===== src/rtl/alu_chain_pkg.sv =====
package alu_chain_pkg;

  localparam int CARRY_BIT  = 0;
  localparam int BORROW_BIT = 1;

  typedef enum logic [2:0] {
    OP_ADD = 3'b000,
    OP_SUB = 3'b001,
    OP_AND = 3'b010,
    OP_OR  = 3'b011,
    OP_ADC = 3'b100,
    OP_SBB = 3'b101,
    OP_XOR = 3'b110,
    OP_NOT = 3'b111
  } aluOp_e;

  typedef enum logic [1:0] {
    LG_AND = 2'd0,
    LG_OR  = 2'd1,
    LG_XOR = 2'd2,
    LG_NOT = 2'd3
  } logicFn_e;

  typedef enum logic [1:0] {
    RS_ADD   = 2'd0,
    RS_SUB   = 2'd1,
    RS_LOGIC = 2'd2
  } resSrc_e;

  typedef struct packed {
    logic     carryEn;
    logic     borrowEn;
    resSrc_e  resSrc;
    logicFn_e logicFn;
  } aluCtrl_t;

endpackage


===== src/rtl/alu_ripple_add.sv =====
module alu_ripple_add #(
  parameter int W = 8
) (
  input  logic [W-1:0] a,
  input  logic [W-1:0] b,
  input  logic         cin,
  output logic [W-1:0] sum,
  output logic         cout
);
  logic [W:0] carry;
  assign carry[0] = cin;

  for (genvar i = 0; i < W; i++) begin : g_bit
    assign sum[i]     = a[i] ^ b[i] ^ carry[i];
    assign carry[i+1] = (a[i] & b[i]) | ((a[i] ^ b[i]) & carry[i]);
  end

  assign cout = carry[W];
endmodule


===== src/rtl/alu_ripple_sub.sv =====
module alu_ripple_sub #(
  parameter int W = 8
) (
  input  logic [W-1:0] a,
  input  logic [W-1:0] b,
  input  logic         bin,
  output logic [W-1:0] diff,
  output logic         bout
);
  logic [W:0] borrow;
  assign borrow[0] = bin;

  for (genvar i = 0; i < W; i++) begin : g_bit
    assign diff[i]     = a[i] ^ b[i] ^ borrow[i];
    assign borrow[i+1] = (~a[i] & b[i]) | (~(a[i] ^ b[i]) & borrow[i]);
  end

  assign bout = borrow[W];
endmodule


===== src/rtl/alu_logic_unit.sv =====
module alu_logic_unit
  import alu_chain_pkg::*;
#(
  parameter int W = 8
) (
  input  logic [W-1:0] a,
  input  logic [W-1:0] b,
  input  logicFn_e     fn,
  output logic [W-1:0] y
);
  always_comb begin
    unique case (fn)
      LG_AND:  y = a & b;
      LG_OR:   y = a | b;
      LG_XOR:  y = a ^ b;
      default: y = ~a;
    endcase
  end
endmodule


===== src/rtl/alu_ctrl.sv =====
module alu_ctrl
  import alu_chain_pkg::*;
(
  input  logic [2:0] opSel,
  output aluCtrl_t   ctrl
);
  always_comb begin
    ctrl = '{carryEn: 1'b0, borrowEn: 1'b0, resSrc: RS_LOGIC, logicFn: LG_AND};
    unique case (aluOp_e'(opSel))
      OP_ADD: ctrl.resSrc = RS_ADD;
      OP_SUB: ctrl.resSrc = RS_SUB;
      OP_ADC: begin
        ctrl.resSrc  = RS_ADD;
        ctrl.carryEn = 1'b1;
      end
      OP_SBB: begin
        ctrl.resSrc   = RS_SUB;
        ctrl.borrowEn = 1'b1;
      end
      OP_AND: ctrl.logicFn = LG_AND;
      OP_OR:  ctrl.logicFn = LG_OR;
      OP_XOR: ctrl.logicFn = LG_XOR;
      default: ctrl.logicFn = LG_NOT;
    endcase
  end
endmodule


===== src/rtl/alu_dpath.sv =====
module alu_dpath
  import alu_chain_pkg::*;
#(
  parameter int W  = 8,
  parameter int FW = 4
) (
  input  aluCtrl_t      ctrl,
  input  logic [W-1:0]  opP,
  input  logic [W-1:0]  opQ,
  input  logic          carryFlag,
  input  logic          borrowFlag,
  output logic [W-1:0]  result,
  output logic [FW-1:0] flagOut
);
  logic [W-1:0] sumVal, diffVal, logicVal;
  logic         carryOut, borrowOut;
  logic         carryIn, borrowIn;

  assign carryIn  = ctrl.carryEn  & carryFlag;
  assign borrowIn = ctrl.borrowEn & borrowFlag;

  alu_ripple_add #(.W(W)) u_add (
    .a(opP), .b(opQ), .cin(carryIn), .sum(sumVal), .cout(carryOut)
  );

  alu_ripple_sub #(.W(W)) u_sub (
    .a(opP), .b(opQ), .bin(borrowIn), .diff(diffVal), .bout(borrowOut)
  );

  alu_logic_unit #(.W(W)) u_logic (
    .a(opP), .b(opQ), .fn(ctrl.logicFn), .y(logicVal)
  );

  always_comb begin
    flagOut = '0;
    unique case (ctrl.resSrc)
      RS_ADD: begin
        result             = sumVal;
        flagOut[CARRY_BIT] = carryOut;
      end
      RS_SUB: begin
        result              = diffVal;
        flagOut[BORROW_BIT] = borrowOut;
      end
      default: result = logicVal;
    endcase
  end
endmodule


===== src/rtl/alu_chain.sv =====
module alu_chain
  import alu_chain_pkg::*;
#(
  parameter int W  = 8,
  parameter int FW = 4
) (
  input  logic [2:0]    opSel,
  input  logic [W-1:0]  opP,
  input  logic [W-1:0]  opQ,
  input  logic [FW-1:0] flagIn,
  output logic [W-1:0]  result,
  output logic [FW-1:0] flagOut
);
  aluCtrl_t ctrl;

  if (FW > 2) begin : g_spareFlags
    logic unusedFlagIn;
    assign unusedFlagIn = ^flagIn[FW-1:2];
  end

  alu_ctrl u_ctrl (
    .opSel(opSel),
    .ctrl (ctrl)
  );

  alu_dpath #(.W(W), .FW(FW)) u_dpath (
    .ctrl      (ctrl),
    .opP       (opP),
    .opQ       (opQ),
    .carryFlag (flagIn[CARRY_BIT]),
    .borrowFlag(flagIn[BORROW_BIT]),
    .result    (result),
    .flagOut   (flagOut)
  );
endmodule


===== config.mk =====
export PLATFORM = sky130hd
export DESIGN_NAME = alu_chain
export DESIGN_NICKNAME = d
export VERILOG_FILES = /design/src/rtl/alu_chain_pkg.sv /design/src/rtl/alu_ripple_add.sv /design/src/rtl/alu_ripple_sub.sv /design/src/rtl/alu_logic_unit.sv /design/src/rtl/alu_ctrl.sv /design/src/rtl/alu_dpath.sv /design/src/rtl/alu_chain.sv
export SDC_FILE = /design/constraint.sdc
export NUM_CORES = 1
export LEC_CHECK = 0
export BUFFER_PORTS_ARGS = -buffer_cell sky130_fd_sc_hd__buf_4
export CAP_MARGIN = 20
export CORE_AREA = 2 2 51 53
export DETAILED_ROUTE_END_ITERATION = 6
export DIE_AREA = 0 0 53 55
export MAX_ROUTING_LAYER = met4
export PLACE_DENSITY = 0.86
export SLEW_MARGIN = 15
export SYNTH_ARGS = -nofsm -noshare
export SYNTH_HDL_FRONTEND = slang
export SYNTH_SLANG_ARGS = --single-unit

===== constraint.sdc =====
create_clock -name vclk -period 6.7
set_clock_uncertainty 0.15 [all_clocks]
set_input_delay 1.34 -clock vclk [all_inputs]
set_output_delay 1.34 -clock vclk [all_outputs]
set_load 0.01 [all_outputs]

Word level (Yosys, flattened, before mapping)
Index checks and enable logic that the tools add are counted.

Add/sub/neg operators: 0. Multiply operators: 0. Div/mod/pow operators: 0. $lt $le $gt $ge: 0. Eq/ne operators: 9. Shift operators: 0. Muxes and demuxes: 8. Bitwise logic cells: 94. Reduce and logical (&&, ||, !) cells: 6.

Operators with widths (number): $and 1x1->1 (34); $pmux 8 s3 (1); $xor 1x1->1 (24); $not 1->1 (16); $or 1x1->1 (16); $pmux 8 s2 (1); $eq 3x3->1 const B (3); $and 8x8->8 (1); $not 8->8 (1); $or 8x8->8 (1); $xor 8x8->8 (1); $eq 3x2->1 const B (2); $pmux 2 s3 (1); $reduce_or 5->1 (1); $eq 2x1->1 const B (2); $logic_not 2->1 (2); $mux 1 (4); $pmux 2 s2 (1); $reduce_or 2->1 (2); $eq 3x1->1 const B (1); $logic_not 3->1 (1); $eq 2x2->1 const B (1).

Register bits after elaboration: 0. Bits in latches: 0. Bits in writable memories: 0. Memory bits (read-only): 0. Memories kept: 0.

Logic depth before layout (Yosys ltp)
Depth in word-level cells: 20. Mapped depth: 8.

Hierarchy
Synthesis repeated with hierarchy kept, for this count alone.

Cells, all modules: 135. Area total of the unflattened synthesis: 1192.4 sq um.

By module, submodules not included: alu_logic_unit (instances 1, cells an instance 50, area each 493.0 sq um, seq. area each 0.0 sq um); alu_dpath (instances 1, cells an instance 35, area each 235.2 sq um, seq. area each 0.0 sq um); alu_ripple_sub (instances 1, cells an instance 26, area each 227.7 sq um, seq. area each 0.0 sq um); alu_ripple_add (instances 1, cells an instance 18, area each 197.7 sq um, seq. area each 0.0 sq um); alu_ctrl (instances 1, cells an instance 6, area each 38.8 sq um, seq. area each 0.0 sq um).

Worst setup path after synthesis
Ideal clock, no wire load.

Kind: input to output. Start: input opP[2]. End: output result[5]. Data arrival time: 2.934 ns. Required time: 5.210 ns. Slack: 2.276 ns. Cell stages on the path: 8. Cell sequence: inv_1 ha_1 and4b_1 a221o_1 a21oi_1 a211oi_2 xnor2_1 o21ai_0.

Longest elaborated chain between the ends: 10.

RTL lines: start, declared (line alu_chain.sv:8) `input logic [W-1:0] opP,`; $xor 1x1->1 (line alu_ripple_add.sv:15, alu_ripple_sub.sv:15); $not 1->1 (line alu_ripple_sub.sv:15) `assign borrow[i+1] = (~a[i] & b[i]) | (~(a[i] ^ b[i]) & borrow[i]);`; $and 1x1->1 (line alu_ripple_sub.sv:15); $or 1x1->1 (line alu_ripple_sub.sv:15); $and 1x1->1 (line alu_ripple_sub.sv:15); $or 1x1->1 (line alu_ripple_sub.sv:15); $and 1x1->1 (line alu_ripple_sub.sv:15); $or 1x1->1 (line alu_ripple_sub.sv:15); $xor 1x1->1 (line alu_ripple_sub.sv:14) `assign diff[i] = a[i] ^ b[i] ^ borrow[i];`; $pmux 8 s2 (*) (line alu_dpath.sv:36) `unique case (ctrl.resSrc)`; end, declared (line alu_chain.sv:11) `output logic [W-1:0] result,`.

Mark *: on every way between the ends. The rest lies on a longest branch, timed or not.

Worst setup path after layout
Start: input opP[1]. End: output result[7].

Longest elaborated chain between the ends: 16.

RTL lines (line): $xor 1x1->1 (alu_ripple_add.sv:15, alu_ripple_sub.sv:15); $not 1->1 (alu_ripple_sub.sv:15); $and 1x1->1 (alu_ripple_sub.sv:15); $or 1x1->1 (alu_ripple_sub.sv:15); $and 1x1->1 (alu_ripple_sub.sv:15); $or 1x1->1 (alu_ripple_sub.sv:15); $and 1x1->1 (alu_ripple_sub.sv:15); $or 1x1->1 (alu_ripple_sub.sv:15); $and 1x1->1 (alu_ripple_sub.sv:15); $or 1x1->1 (alu_ripple_sub.sv:15); $and 1x1->1 (alu_ripple_sub.sv:15); $or 1x1->1 (alu_ripple_sub.sv:15); $and 1x1->1 (alu_ripple_sub.sv:15); $or 1x1->1 (alu_ripple_sub.sv:15); $xor 1x1->1 (alu_ripple_sub.sv:14); $pmux 8 s2 (*) (alu_dpath.sv:36).

Marked as above.

==> reports/summary.json <==
{
  "cells_and_area": {
    "nFlopsAndLatches": 0,
    "fin_nets": 238,
    "multi_input_area_sq_um": 1100,
    "fillCellCount": 221,
    "diodes": 0,
    "layout-drive-gt1-share_pct": 22.8,
    "mostFrequentLayoutCells": "sky130_fd_sc_hd__buf_4, sky130_fd_sc_hd__inv_1, sky130_fd_sc_hd__ha_1",
    "clockBufferCount": 0,
    "layout_commonest_cell": "sky130_fd_sc_hd__buf_4",
    "register_area_sq_um": 0,
    "area_delta_synth_final_pct": 16.3
  },
  "pwr": {
    "combinationalPowerShare_pct": 100.0,
    "clock_power_share_pct": 0,
    "p_seq_share_pct": 0,
    "power_report.internal_total_w": 0.0000588,
    "power_switching_w": 0.0000636,
    "leakagePower_nw": 0.752,
    "vdd_drop_max_mv": 0.0543,
    "power.share.switching_pct": 52.0,
    "power_density_nw_per_um2": 83.4
  },
  "worst_setup_path": {
    "startpoint_type": "input port",
    "worstPathArrival_ns": 3.34,
    "crit_fanout": 6,
    "critPathCaptureType": "output port",
    "crit_required_ns": 5.21,
    "critical_path_class": "in2out"
  },
  "floorplanning": {
    "row_count": 18,
    "die_x_extent_um": 53,
    "core_region_sq_um": 2360,
    "io-pin-count": 35,
    "initial_utilization_pct": 53.4,
    "die_h_um": 55,
    "dieArea_sq_um": 2920
  },
  "synthesis": {
    "post_synth_num_cell_types": 54,
    "netlist_top_cells_area": "sky130_fd_sc_hd__ha_1, sky130_fd_sc_hd__inv_1, sky130_fd_sc_hd__mux4_2, sky130_fd_sc_hd__a21oi_1, sky130_fd_sc_hd__xnor2_1",
    "syn_area_per_cell_sq_um": 7.56,
    "ys_warn_count": 0,
    "synthesis.instances": 167,
    "seq_total_area_yosys_pct": 0,
    "synth.cell_area_sq_um": 1260,
    "synth_top_cell_area_share_pct": 23.8,
    "yosysTopAreaCell": "sky130_fd_sc_hd__ha_1"
  },
  "sta": {
    "grt_setup_unrepaired": "no",
    "maxClockFrequency_ghz": 0.207,
    "final_max_slew_viol_count": 0,
    "final.setup.tns_ns": 0,
    "timing.final.crit_period_ns": 4.83,
    "finalHoldViolations": 0,
    "timing.final.crit_share_pct": 72.0,
    "whs_ns": 2.99,
    "setup_viol_count_final": 0
  },
  "global_routing": {
    "globalRoute.totalOverflow": 0,
    "wire_length_of_the_first_global_routing_pass_um": 4720,
    "grt_start_max_net_pins": 31,
    "grt_antenna_before_repair": 0,
    "global_route.usage.total_pct": 21.1,
    "via_count_of_the_first_global_routing_pass": 1152
  },
  "hold_path": {
    "min-delay-path-class": "in2out",
    "hold-path-cell-count": 5
  },
  "drt": {
    "route.antenna.remaining_nets": 0,
    "vias": 1291,
    "overall_routed_net_length_um": 2990,
    "route.detailed.vias_per_inst": 5.89,
    "drcViolationCount": 0,
    "detail_route.first_pass.iterations": 4,
    "wl_per_cell_um": 13.7,
    "initialDrtViolationCount": 47
  },
  "placement": {
    "gpl.final_weighted_congestion": 0.873,
    "port_buffers": 31,
    "post-dp-hpwl_um": 2430
  },
  "outcome": {
    "status": "completed"
  },
  "flow_run": {
    "drv.max_cap_violation_count": 0
  },
  "cts": {
    "cts.repair.resized": 0,
    "cts-hold-fix-buffers": 0,
    "post-cts-setup-buffer-count": 0
  }
}
## cell families after synthesis
| group | share of synthesized area [%] |
|---|---|
| compound gates | 27.7 |
| simple gates | 18.5 |
| buf+inv | 13.5 |
| fa+ha+maj | 23.8 |
| mux | 11.4 |
| xor+xnor | 4.86 |
| other cells | 0.297 |
## cells in the mapped netlist (all sizes together) (3+ instances only)
library cell,instances
o211ai,3
o21a,3
ha,24
nand4,5
o21ai,11
buf,5
nor2,9
a21oi,11
inv,27
clkbuf,5
nand2,7
nand2b,3
a31oi,4
xnor2,6
mux4,4
mux2i,5
nor3,3
## worst max-delay path: stages
cell and delay, ns:
sky130_fd_sc_hd__buf_4 0.09, sky130_fd_sc_hd__inv_1 0.05, sky130_fd_sc_hd__ha_1 0.39, sky130_fd_sc_hd__nor2_2 0.21
sky130_fd_sc_hd__nand4_1 0.20, sky130_fd_sc_hd__a311oi_1 0.48, sky130_fd_sc_hd__o32ai_2 0.14, sky130_fd_sc_hd__xor2_1 0.16
sky130_fd_sc_hd__o21ai_1 0.13, sky130_fd_sc_hd__buf_4 0.13
## metrics by stage
stage	utilization, %	instances	instance area, sq um	total power [W]	worst slack, ns
final	62.1	219	1470	0.000122	1.87
after global routing	62.1	219	1470	0.000134	1.77
after CTS	62.1	219	1470	0.000122	1.91
after detailed placement	62.1	219	1470	0.000122	1.91
after global placement	62.1	219	1470	0.000117	2.00
after floorplan	-	168	1270	0.0000841	2.28
## final cells by class
class | count | area share, %
inverter | 27 | 6.91
timing repair buffer | 31 | 15.9
multi-input combinational | 131 | 74.7
tap | 30 | 2.56
## per-layer routing
layer  GRT usage [%]  wire length [um]  up-vias
li1                -                 -      635
met2            41.7              1570       39
met3           0.269               135        2
met4            1.71                18        0
met5               -                 0        -
met1            25.0              1270      615
## power groups by stage
stage | sequential, W | combinational (W) | clock [W]
after floorplan | 0 | 0.0000841 | 0
after global placement | 0 | 0.000117 | 0
after detailed placement | 0 | 0.000122 | 0
after CTS | 0 | 0.000122 | 0
after global routing | 0 | 0.000134 | 0
final | 0 | 0.000122 | 0
## worst paths after layout
kind / endpoint / slack, ns / startpoint
max: result[7] / 1.87 / opP[1]
min: result[5] / 2.99 / opP[5]
Note: power is estimated with default switching activity, not from simulation.
